**config.mk**
```make
export PLATFORM = sky130hd
export DESIGN_NAME = mstr_gate_top
export DESIGN_NICKNAME = d
export VERILOG_FILES = /design/src/rtl/mstr_gate_pkg.sv /design/src/rtl/mg_ctrl_reg.sv /design/src/rtl/mg_pend_cnt.sv /design/src/rtl/mg_status.sv /design/src/rtl/mg_rx_filter.sv /design/src/rtl/mstr_gate_top.sv
export SDC_FILE = /design/constraint.sdc
export NUM_CORES = 1
export LEC_CHECK = 0
export BUFFER_PORTS_ARGS = -buffer_cell sky130_fd_sc_hd__clkbuf_2
export CAP_MARGIN = 10
export CORE_AREA = 2 2 81 83
export CTS_CLUSTER_SIZE = 25
export DETAILED_ROUTE_END_ITERATION = 8
export DIE_AREA = 0 0 83 85
export GPL_TIMING_DRIVEN = 0
export PLACE_DENSITY = 0.66
export REMOVE_ABC_BUFFERS = 1
export SYNTH_ARGS = -nofsm -noshare
export SYNTH_HDL_FRONTEND = slang
export SYNTH_SLANG_ARGS = --single-unit
```
**constraint.sdc**
```tcl
create_clock -name clk -period 2.3 [get_ports clk]
set_input_delay 0.46 -clock clk [delete_from_list [all_inputs] [get_ports clk]]
set_output_delay 0.46 -clock clk [all_outputs]
set_load 0.005 [all_outputs]
```
**src/rtl/mstr_gate_pkg.sv**
```systemverilog
package mstr_gate_pkg;

    // Each field is one reason to keep the gate shut
    typedef struct packed {
        logic sw_dis;
        logic bme_off;
        logic in_d3;
        logic poisoned;
        logic cnt_full;
    } block_cause_t;

    typedef enum logic {
        LK_CLEAR    = 1'b0,
        LK_POISONED = 1'b1
    } lock_state_e;

    function automatic logic cause_blocks(input block_cause_t c);
        return |c;
    endfunction

    function automatic int unsigned cnt_width(input int unsigned max_out);
        return (max_out < 1) ? 1 : $clog2(max_out + 1);
    endfunction

endpackage

```
**src/rtl/mg_ctrl_reg.sv**
```systemverilog
module mg_ctrl_reg
    import mstr_gate_pkg::*;
(
    input  logic clk,
    input  logic rst,
    input  logic sw_rst,
    input  logic dis_wr_en,
    input  logic dis_wr_val,
    input  logic rx_valid,
    input  logic rx_poison,
    output logic dis_bit,
    output logic lock_on,
    output logic fault_irq
);
    logic        any_rst;
    logic        poison_hit;
    lock_state_e lk_q, lk_d;

    assign any_rst    = rst | sw_rst;
    assign poison_hit = rx_valid & rx_poison;

    // Software disable bit: reset beats a write
    always_ff @(posedge clk) begin
        if (any_rst) begin
            dis_bit <= 1'b0;
        end else if (dis_wr_en) begin
            dis_bit <= dis_wr_val;
        end
    end

    always_comb begin
        lk_d = lk_q;
        unique case (lk_q)
            LK_CLEAR:    if (poison_hit) lk_d = LK_POISONED;
            LK_POISONED: lk_d = LK_POISONED;
            default:     lk_d = LK_CLEAR;
        endcase
    end

    always_ff @(posedge clk) begin
        if (any_rst) begin
            lk_q      <= LK_CLEAR;
            fault_irq <= 1'b0;
        end else begin
            lk_q      <= lk_d;
            fault_irq <= (lk_q == LK_CLEAR) && (lk_d == LK_POISONED);
        end
    end

    assign lock_on = (lk_q == LK_POISONED);

endmodule

```
**src/rtl/mg_pend_cnt.sv**
```systemverilog
module mg_pend_cnt #(
    parameter int unsigned MAX_OUT = 16,
    parameter int unsigned CW      = mstr_gate_pkg::cnt_width(MAX_OUT)
) (
    input  logic          clk,
    input  logic          clr,
    input  logic          inc,
    input  logic          dec,
    output logic [CW-1:0] cnt,
    output logic          empty,
    output logic          full
);
    localparam logic [CW-1:0] LIMIT = CW'(MAX_OUT);
    localparam logic [CW-1:0] ONE   = CW'(1);

    logic dec_eff;

    assign empty   = (cnt == '0);
    assign full    = (cnt >= LIMIT);
    // A retire with nothing pending is spurious and dropped
    assign dec_eff = dec & ~empty;

    always_ff @(posedge clk) begin
        if (clr) begin
            cnt <= '0;
        end else begin
            unique case ({inc, dec_eff})
                2'b10:   cnt <= cnt + ONE;
                2'b01:   cnt <= cnt - ONE;
                default: cnt <= cnt;
            endcase
        end
    end

endmodule

```
**src/rtl/mg_status.sv**
```systemverilog
module mg_status (
    input  logic clk,
    input  logic clr,
    input  logic dis_bit,
    input  logic empty,
    output logic master_en_sts
);
    always_ff @(posedge clk) begin
        if (clr) begin
            master_en_sts <= 1'b1;
        end else begin
            master_en_sts <= ~(dis_bit & empty);
        end
    end
endmodule

```
**src/rtl/mg_rx_filter.sv**
```systemverilog
module mg_rx_filter #(
    parameter int unsigned RX_W = 32
) (
    input  logic            rx_valid,
    input  logic            rx_poison,
    input  logic [RX_W-1:0] rx_data,
    output logic            rx_fwd_valid,
    output logic [RX_W-1:0] rx_fwd_data
);
    assign rx_fwd_valid = rx_valid & ~rx_poison;
    assign rx_fwd_data  = rx_data;
endmodule

```
**src/rtl/mstr_gate_top.sv**
```systemverilog
module mstr_gate_top
    import mstr_gate_pkg::*;
#(
    parameter int unsigned DATA_W  = 64,
    parameter int unsigned RX_W    = 32,
    parameter int unsigned MAX_OUT = 16
) (
    input  logic              clk,
    input  logic              rst,
    input  logic              sw_rst,
    input  logic              req_valid,
    output logic              req_ready,
    input  logic [DATA_W-1:0] req_data,
    output logic              link_valid,
    input  logic              link_ready,
    output logic [DATA_W-1:0] link_data,
    input  logic              retire,
    input  logic              bme,
    input  logic              d3,
    input  logic              dis_wr_en,
    input  logic              dis_wr_val,
    input  logic              rx_valid,
    input  logic              rx_poison,
    input  logic [RX_W-1:0]   rx_data,
    output logic              rx_fwd_valid,
    output logic [RX_W-1:0]   rx_fwd_data,
    input  logic              tgt_req,
    output logic              tgt_ack,
    output logic              master_en_sts,
    output logic              fault_irq
);
    localparam int unsigned CW = cnt_width(MAX_OUT);

    logic          any_rst;
    logic          dis_bit;
    logic          lock_on;
    logic          cnt_empty;
    logic          cnt_full;
    logic [CW-1:0] cnt;
    logic          gate_open;
    logic          accept;
    block_cause_t  cause;

    assign any_rst = rst | sw_rst;

    mg_ctrl_reg u_ctrl (
        .clk        (clk),
        .rst        (rst),
        .sw_rst     (sw_rst),
        .dis_wr_en  (dis_wr_en),
        .dis_wr_val (dis_wr_val),
        .rx_valid   (rx_valid),
        .rx_poison  (rx_poison),
        .dis_bit    (dis_bit),
        .lock_on    (lock_on),
        .fault_irq  (fault_irq)
    );

    always_comb begin
        cause          = '0;
        cause.sw_dis   = dis_bit;
        cause.bme_off  = ~bme;
        cause.in_d3    = d3;
        cause.poisoned = lock_on;
        cause.cnt_full = cnt_full;
    end

    assign gate_open  = ~cause_blocks(cause);
    assign req_ready  = gate_open & link_ready;
    assign link_valid = gate_open & req_valid;
    assign link_data  = req_data;
    assign accept     = req_valid & req_ready;

    mg_pend_cnt #(
        .MAX_OUT (MAX_OUT),
        .CW      (CW)
    ) u_cnt (
        .clk   (clk),
        .clr   (any_rst),
        .inc   (accept),
        .dec   (retire),
        .cnt   (cnt),
        .empty (cnt_empty),
        .full  (cnt_full)
    );

    mg_status u_sts (
        .clk           (clk),
        .clr           (any_rst),
        .dis_bit       (dis_bit),
        .empty         (cnt_empty),
        .master_en_sts (master_en_sts)
    );

    mg_rx_filter #(
        .RX_W (RX_W)
    ) u_rx (
        .rx_valid     (rx_valid),
        .rx_poison    (rx_poison),
        .rx_data      (rx_data),
        .rx_fwd_valid (rx_fwd_valid),
        .rx_fwd_data  (rx_fwd_data)
    );

    // Target accesses bypass every mastering control
    assign tgt_ack = tgt_req;

endmodule

```
==> key figures, run 1 <==
Clock network
  – Num CTS Buffers: 3
  – Clock buffer depth: 2
  – CTS tree: yes
  – H-tree depth: 1
  – Clock root cell: clkbuf_8
  – Hold_buf cts: 0
  – Reg clk slew, reported paths: 50 ps
  – Clock sinks: 9
  – Clock Latency Late Sink: 250 ps

Die
  – Core Area: 0.00620 mm2
  – # rows: 29
  – Die H: 85 um
  – Die Width: a little over 80 um
  – Die ar.: between 0.007 and 0.008 mm2
  – Num ports: 211
  – Initial core utilization: 0.213

STA
  – Setup ws final: -78.7 ps
  – Skew final: 6.85 ps
  – RSZ-0062 raised after global routing: true
  – # setup viols final: 4
  – Slew Limit Fails: 0
  – Slew HR: 0.724
  – Least-Margin Pin Slew: 413 ps
  – Worst hold margin: around 450 ps
  – Minimum clock period: 2380 ps
  – Final Cycle Share: 1.03
  – Max frequency: 420 MHz
  – Final hold violation count: 0

Critical path
  – Critical path class: reg -> reg
  – CP startpoint kind: flop
  – Flop2flop setup slack: -80 ps
  – Critical path's largest stage delay: 540 ps
  – Crit. End Element: flop
  – CP Max Fanout: 4
  – R2r endpoint: u_cnt.cnt[4]
  – R2R cell count: 10
  – Reg2reg start: u_cnt.cnt[2]
  – Required @ worst endpoint: 2480 ps
  – CP max-delay cell: or4_4
  – Data arrival time of the critical path: ~2600 ps
  – Crit-path cells: or4_4, nor2_4, nor2b_4, ha_4, xor2_1, ha_2, o21ai_1, a21o_1, a32oi_2, mux2i_1

Min path
  – Hold_sp: dis_wr_val
  – Hold path endpoint: u_ctrl.dis_bit
  – Hold depth: 3
  – Worst Hold Class: in -> reg

Synth
  – Number of flops mapped to enable cells by yosys: 0
  – FF+latch count, synth: 9
  – Cell Area, Synth: 0.00132 mm2
  – Avg Inst Size Synth: between 7 and 8 um2
  – Synth area leaders: buf_4, dfxtp_1, ha_1, mux2i_1, nor2_1
  – Yosys warnings: 0
  – Seq/Total Area, Yosys: 0.136
  – Most frequent cell after synthesis: buf_4
  – Leading area contributor after synthesis: buf_4
  – Number of library cell types mapped by synthesis: 31
  – Synthesized instance count: between 150 and 200
  – Async set-reset flop share out of synthesis: 0
  – Commonest cells post-synth: buf_4, dfxtp_1, nor2_1
  – Synth top area share: 0.551
  – Most used DFF post-synth: dfxtp_1

Final layout
  – Antenna diodes: 0
  – Nets: 216
  – Fin cells: 179
  – Share of cells above drive strength 1: 0.510
  – Area Growth Syn to Fin: -25.3%

Global routing
  – Vias in the first global route: 849
  – Total grt overflow: 0
  – Largest net degree at the start of global routing: 10
  – Met2 Use GR: 0.260
  – Met1 Usage GRT: 0.149
  – Layer with the highest usage: met3
  – Total GRT Usage: 0.210
  – First-pass GRT wire length: 9.60 mm
  – Met3 Use GR: 0.385
  – Initial antenna violation count: 0

Pwr
  – VDD IR max: around 0.00018 V
  – Pwr/cell area: approximately 410 mW/mm2
  – Leakage power: 0.432 nW

Flow run
  – Max Cap Viol: 0

Outcome
  – Violated checks: negative setup slack
  – Status: finished, violations left

Placement
  – DPL Wire Length: 6.55 mm
  – RD Place Congestion: just under 0.9
  – IO Port Bufs: 16
  – Placed cell count: 159

Detailed routing
  – Iteration-0 DRC Markers: 36
  – First drt pass iteration count: 5
  – Final wirelength: ~7.7 mm
  – Via count: around 840
  – Mean routed wirelength per cell: between 40 and 50 um
  – Drt drc: 0
  – DR vias/cell: around 4.7
  – Final ANT Viol Nets: 0
## layout make-up
cell class              count  area [um2]
fillers                   698        5220
multi-input cells          56         448
repair buffers             32         208
flip-flops and latches      9         186
well taps                  77        96.3
clock buffers               4        45.0
inverters                   1        3.75
## per-layer routing
layer  vias to the layer above  part of all wire
met4                         2            0.0065
met5                         -            0.0035
li1                        311                 -
met3                        14              0.37
met1                       359              0.25
met2                       153              0.37
## how the worst max path moves through the flow
stage          depth (start not counted)            to    startpoint  slack, ps
6_report                              10  u_cnt.cnt[4]  u_cnt.cnt[2]        -80
5_1_grt                               10  u_cnt.cnt[4]  u_cnt.cnt[2]       -160
4_1_cts                               10  u_cnt.cnt[4]  u_cnt.cnt[3]        -60
3_5_place_dp                          12  u_cnt.cnt[2]            d3       -420
3_3_place_gp                          12  u_cnt.cnt[2]            d3       -370
2_1_floorplan                         10  u_cnt.cnt[2]  u_cnt.cnt[2]       -140
## cell usage in the layout, fill, tap and decap left out, types with 2 or more instances in the layout
cell | Yosys | routed
a21oi_1 | 4 | 2
a21oi_2 | 0 | 2
and2_1 | 3 | 3
buf_4 | 97 | 14
buf_6 | 2 | 2
clkbuf_2 | 0 | 16
clkbuf_8 | 0 | 3
dfxtp_1 | 9 | 6
dfxtp_2 | 0 | 2
ha_2 | 0 | 2
mux2i_1 | 4 | 4
nand2_1 | 4 | 4
nand2b_1 | 3 | 3
nand3_1 | 3 | 2
nand3b_1 | 2 | 2
nor2_1 | 7 | 6
o21ai_1 | 2 | 3
or3_1 | 2 | 2
xor2_1 | 3 | 3
## timing repair
item,4_1_cts,5_1_grt
gates resized for setup,14,8
pin swaps,5,3
endpoints found under the setup margin,3,4
buffers inserted,16,1
## worst max-delay path, delay by kind of cell, from the launching register on
family | cells | cell delay (ps)
adder cells (fa/ha/maj) | 2 | 430
AO/OA/AOI/OAI | 3 | 430
AND/OR/NAND/NOR | 3 | 740
multiplexers | 1 | 200
flip-flops | 1 | 340
XOR/XNOR | 1 | 150
## through the flow
stage                     utilization  TNS [ps]  total power (W)  instance area, um2  worst slack [ps]
after floorplan                     -      -196         0.000180                 562              -138
after detailed placement        0.119      -923         0.000198                 738              -421
after global routing            0.159      -575         0.000417                 987              -159
after global placement          0.119      -769         0.000197                 738              -371
after CTS                       0.153     -92.0         0.000403                 950             -55.0
final                           0.159      -227         0.000404                 987             -78.7
## where the power goes
group | switching (W) | internal (W)
clock network | 0.0000760 | 0.000122
registers | 0.00000231 | 0.000157
logic | 0.0000211 | 0.0000253
## logic make-up after synthesis
kind of cell | synth area share
buffers and inverters | 0.578
and+or+nand+nor | 0.141
AOI/OAI and AO/OA | 0.0568
DFF | 0.136
muxes | 0.0303
adders and majority gates | 0.0379
xor gates and xnor gates | 0.0199
## sequential cells by signal, indices dropped and copies added, names as in the netlist
register and flops:
u_cnt.cnt 5, u_ctrl.dis_bit 1, u_ctrl.fault_irq 1, u_ctrl.lock_on 1
u_sts.master_en_sts 1
(Power assumes the default switching activity.)
==> inputs of run 2 (changes only) <==
--- a/config.mk
+++ b/config.mk
@@ -7,13 +7,13 @@
 export LEC_CHECK = 0
 export BUFFER_PORTS_ARGS = -buffer_cell sky130_fd_sc_hd__clkbuf_2
 export CAP_MARGIN = 10
-export CORE_AREA = 2 2 81 83
+export CORE_AREA = 2 2 83 85
 export CTS_CLUSTER_SIZE = 25
 export DETAILED_ROUTE_END_ITERATION = 8
-export DIE_AREA = 0 0 83 85
+export DIE_AREA = 0 0 85 87
 export GPL_TIMING_DRIVEN = 0
-export PLACE_DENSITY = 0.66
 export REMOVE_ABC_BUFFERS = 1
 export SYNTH_ARGS = -nofsm -noshare
 export SYNTH_HDL_FRONTEND = slang
+export SYNTH_HIERARCHICAL = 1
 export SYNTH_SLANG_ARGS = --single-unit
==> constraint.sdc (replaced) <==
create_clock -name clk -period 2.3 [get_ports clk]
set_input_delay 0.115 -clock clk [delete_from_list [all_inputs] [get_ports clk]]
set_output_delay 0.115 -clock clk [all_outputs]
set_load 0.005 [all_outputs]
==> run 2 against run 1 <==
The flow still finishes with violations (negative setup slack). Final area is 2.2% lower. Non-clock buffer count is 2 higher. Die area rose by 4.8%. Sequential power is essentially flat. Combinational power up 6.2%. Fmax decreased by 6.2%. Highest routed layer is now met4. Wire length rose by 0.81%.
==> key figures, run 2 <==
Critical path
  – Crit. End Element: flop (unchanged)
  – CP startpoint kind: flop (unchanged)
  – Critical path class: reg -> reg (unchanged)
  – Critical path's largest stage delay: 540 ps (about the same)
  – Crit-path cells: or4_4, nor2_4, buf_4, buf_4, buf_4, buf_4, buf_4, buf_4, buf_4, buf_4, buf_4, buf_4, buf_4, buf_4, buf_4, buf_4, buf_4, nand3b_1 (was or4_4, nor2_4, nor2b_4, ha_4, xor2_1, ha_2, o21ai_1, a21o_1, a32oi_2, mux2i_1)
  – Data arrival time of the critical path: 2640 ps (was 2560 ps)
  – Most used cell, CP: buf_4
  – R2R cell count: 18 (was 10)
  – Required @ worst endpoint: 2410 ps (was 2480 ps)
  – CP Max Fanout: 2 (was 4)
  – CP max-delay cell: or4_4 (unchanged)

Final layout
  – Nets: 213 (was 216)
  – Share of cells above drive strength 1: 0.571 (was 0.510)
  – Antenna diodes: 0 (unchanged)
  – Commonest non-fill, non-tap cell in the layout: buf_4 (was clkbuf_2)
  – Commonest cells after routing, fill and taps aside: buf_4, clkbuf_2, nor2_1 (was clkbuf_2, buf_4, nor2_1, dfxtp_1)
  – Area Growth Syn to Fin: -25.0% (was -25.3%)
  – Top reg by flops: u_cnt/cnt (was u_cnt.cnt)
  – Final instance area: 966 um2 (was 987 um2)
  – Max FFs per register: 5 (unchanged)

Die
  – # rows: 30 (was 29)
  – Core Area: 0.00657 mm2 (was 0.00620 mm2)
  – Die ar.: 0.00740 mm2 (was 0.00706 mm2)
  – Initial core utilization: 0.196 (was 0.213)
  – Die H: 87 um (was 85 um)
  – Num ports: 211 (unchanged)
  – Die Width: 85 um (was 83 um)

Outcome
  – Violated checks: negative setup slack (unchanged)
  – Status: finished, violations left (unchanged)

Synth
  – Seq/Total Area, Yosys: 0.140 (was 0.136)
  – Most used DFF post-synth: dfxtp_1 (unchanged)
  – Number of flops mapped to enable cells by yosys: 0 (unchanged)
  – Synth area leaders: buf_4, dfxtp_1, ha_1, nor2_1, a21oi_1 (was buf_4, dfxtp_1, ha_1, mux2i_1, nor2_1)
  – Yosys warnings: 6 (was 0)
  – Most frequent cell after synthesis: buf_4 (unchanged)
  – FF+latch count, synth: 9 (unchanged)
  – Avg Inst Size Synth: 8.11 um2 (was 7.91 um2)
  – Cell Area, Synth: 0.00129 mm2 (was 0.00132 mm2)
  – Number of library cell types mapped by synthesis: 31 (unchanged)
  – Leading area contributor after synthesis: buf_4 (unchanged)
  – Commonest cells post-synth: buf_4, nor2_1, dfxtp_1 (was buf_4, dfxtp_1, nor2_1)
  – Synth top area share: 0.565 (was 0.551)
  – Async set-reset flop share out of synthesis: 0 (unchanged)
  – Synthesized instance count: 159 (was 167)

Placement
  – IO Port Bufs: 16 (unchanged)
  – Post-place instance area: 732 um2 (was 738 um2)
  – DPL Wire Length: 6.77 mm (was 6.55 mm)
  – RD Place Congestion: 0.846 (was 0.895)

STA
  – Final hold violation count: 0 (unchanged)
  – RSZ-0062 raised after global routing: true (unchanged)
  – Skew final: 0.686 ps (was 6.85 ps)
  – Max frequency: 395 MHz (was 420 MHz)
  – Slew HR: 0.877 (was 0.724)
  – Minimum clock period: 2530 ps (was 2380 ps)
  – # setup viols final: 3 (was 4)
  – Least-Margin Pin Slew: 179 ps (was 413 ps)
  – Setup ws final: -235 ps (was -78.7 ps)
  – Slew Limit Fails: 0 (unchanged)
  – Setup TNS: -426 ps (was -227 ps)
  – Final Cycle Share: 1.10 (was 1.03)

Min path
  – Hold depth: 2 (was 3)
  – Worst Hold Class: in -> reg (unchanged)

Detailed routing
  – Final wirelength: 7.76 mm (was 7.69 mm)
  – Via count: 790 (was 839)
  – Drt drc: 0 (unchanged)
  – Final ANT Viol Nets: 0 (unchanged)
  – Mean routed wirelength per cell: 43.6 um (was 43.0 um)
  – First drt pass iteration count: 5 (unchanged)
  – Iteration-0 DRC Markers: 34 (was 36)
  – DR vias/cell: 4.44 (was 4.69)

Flow run
  – Max Cap Viol: 0 (unchanged)

Global routing
  – Total grt overflow: 0 (unchanged)
  – Largest net degree at the start of global routing: 11 (was 10)
  – Initial antenna violation count: 0 (unchanged)
  – Total GRT Usage: 0.199 (was 0.210)
  – Vias in the first global route: 776 (was 849)
  – First-pass GRT wire length: 9.11 mm (was 9.60 mm)

Clock network
  – Num CTS Buffers: 3 (unchanged)
  – Clock root cell: clkbuf_8 (unchanged)
  – Hold_buf cts: 0 (unchanged)
  – CTS tree: yes (unchanged)
  – Clock Latency Late Sink: 230 ps (was 250 ps)
  – H-tree depth: 1 (unchanged)
  – Clock buffer depth: 2 (unchanged)
  – Reg clk slew, reported paths: 50 ps (about the same)
  – Clock sinks: 9 (unchanged)

Pwr
  – VDD IR max: 0.000233 V (was 0.000182 V)
  – Pwr/cell area: 410 mW/mm2 (was 409 mW/mm2)
  – Leakage power: 0.428 nW (was 0.432 nW)
[run 2: changes by cell type after synthesis, moves of 2 or more]
cell	change
and2_1	-3
o21ai_1	-2
inv_1	+3
nand2_1	-2
buf_6	-2
o21ai_0	-2
nand3_1	-3
mux2i_1	-2
nor2_1	+3
and3_2	+2
xor2_1	-2
nand2b_1	-3
[run 2: through the flow]
stage          utilization  hold WS [ps]  setup slack (ps)  total power (W)  cells
5_1_grt              0.147           104              -295         0.000416    178
3_3_place_gp         0.111           230              -304         0.000200    156
4_1_cts              0.144          99.7              -192         0.000399    178
3_5_place_dp         0.111           230              -353         0.000201    156
2_1_floorplan            -           184              -158         0.000181     60
6_report             0.147           106              -235         0.000396    178
[run 2: critical path, delay by kind of cell, from the launching register on]
kind	cells	cell delay (ps)
buffers and inverters	15	1390
and+or+nand+nor	3	720
DFF	1	310
[run 2: metal layers]
metal / track usage / up-vias / share of wire
li1: - / 287 / -
met1: 0.155 / 324 / 0.27
met2: 0.224 / 169 / 0.35
met3: 0.370 / 10 / 0.37
met4: 0.0303 / 0 / 0.011
met5: 0.0490 / - / 0
[run 2: layout make-up]
type / count / area, um2
flip-flops and latches: 9 / 185
inverters: 4 / 15.0
fillers: 728 / 5600
repair buffers: 34 / 215
well taps: 80 / 100
clock buffers: 4 / 45.0
multi-input cells: 47 / 405
[run 2: final timing paths]
check        slack [ps]                  end           start
min reg2reg         440  u_sts/master_en_sts  u_ctrl/dis_bit
max                -230  u_sts/master_en_sts    u_cnt/cnt[4]
max reg2reg        -230  u_sts/master_en_sts    u_cnt/cnt[4]
min                 110     u_ctrl/fault_irq             rst
[run 2: power by group]
part | switching [W] | internal (W)
logic | 0.0000218 | 0.0000275
clock network | 0.0000651 | 0.000121
registers | 0.00000187 | 0.000159
[run 2: logic make-up (layout without fill, tap and decap cells)]
family,Yosys count,in the layout,share of synthesized area
DFF,9,9,0.140
and+or+nand+nor,32,32,0.160
AOI/OAI and AO/OA,6,6,0.0311
buffers and inverters,103,42,0.583
adders and majority gates,5,5,0.0544
xor gates and xnor gates,1,1,0.00680
muxes,3,3,0.0243
[run 2: repair_timing]
item                                    4_1_cts  5_1_grt
hold endpoints to repair                      0        0
endpoints found under the setup margin        2        4
buffers inserted                             18        0
pin swaps                                     5        4
gates resized for setup                      11        3
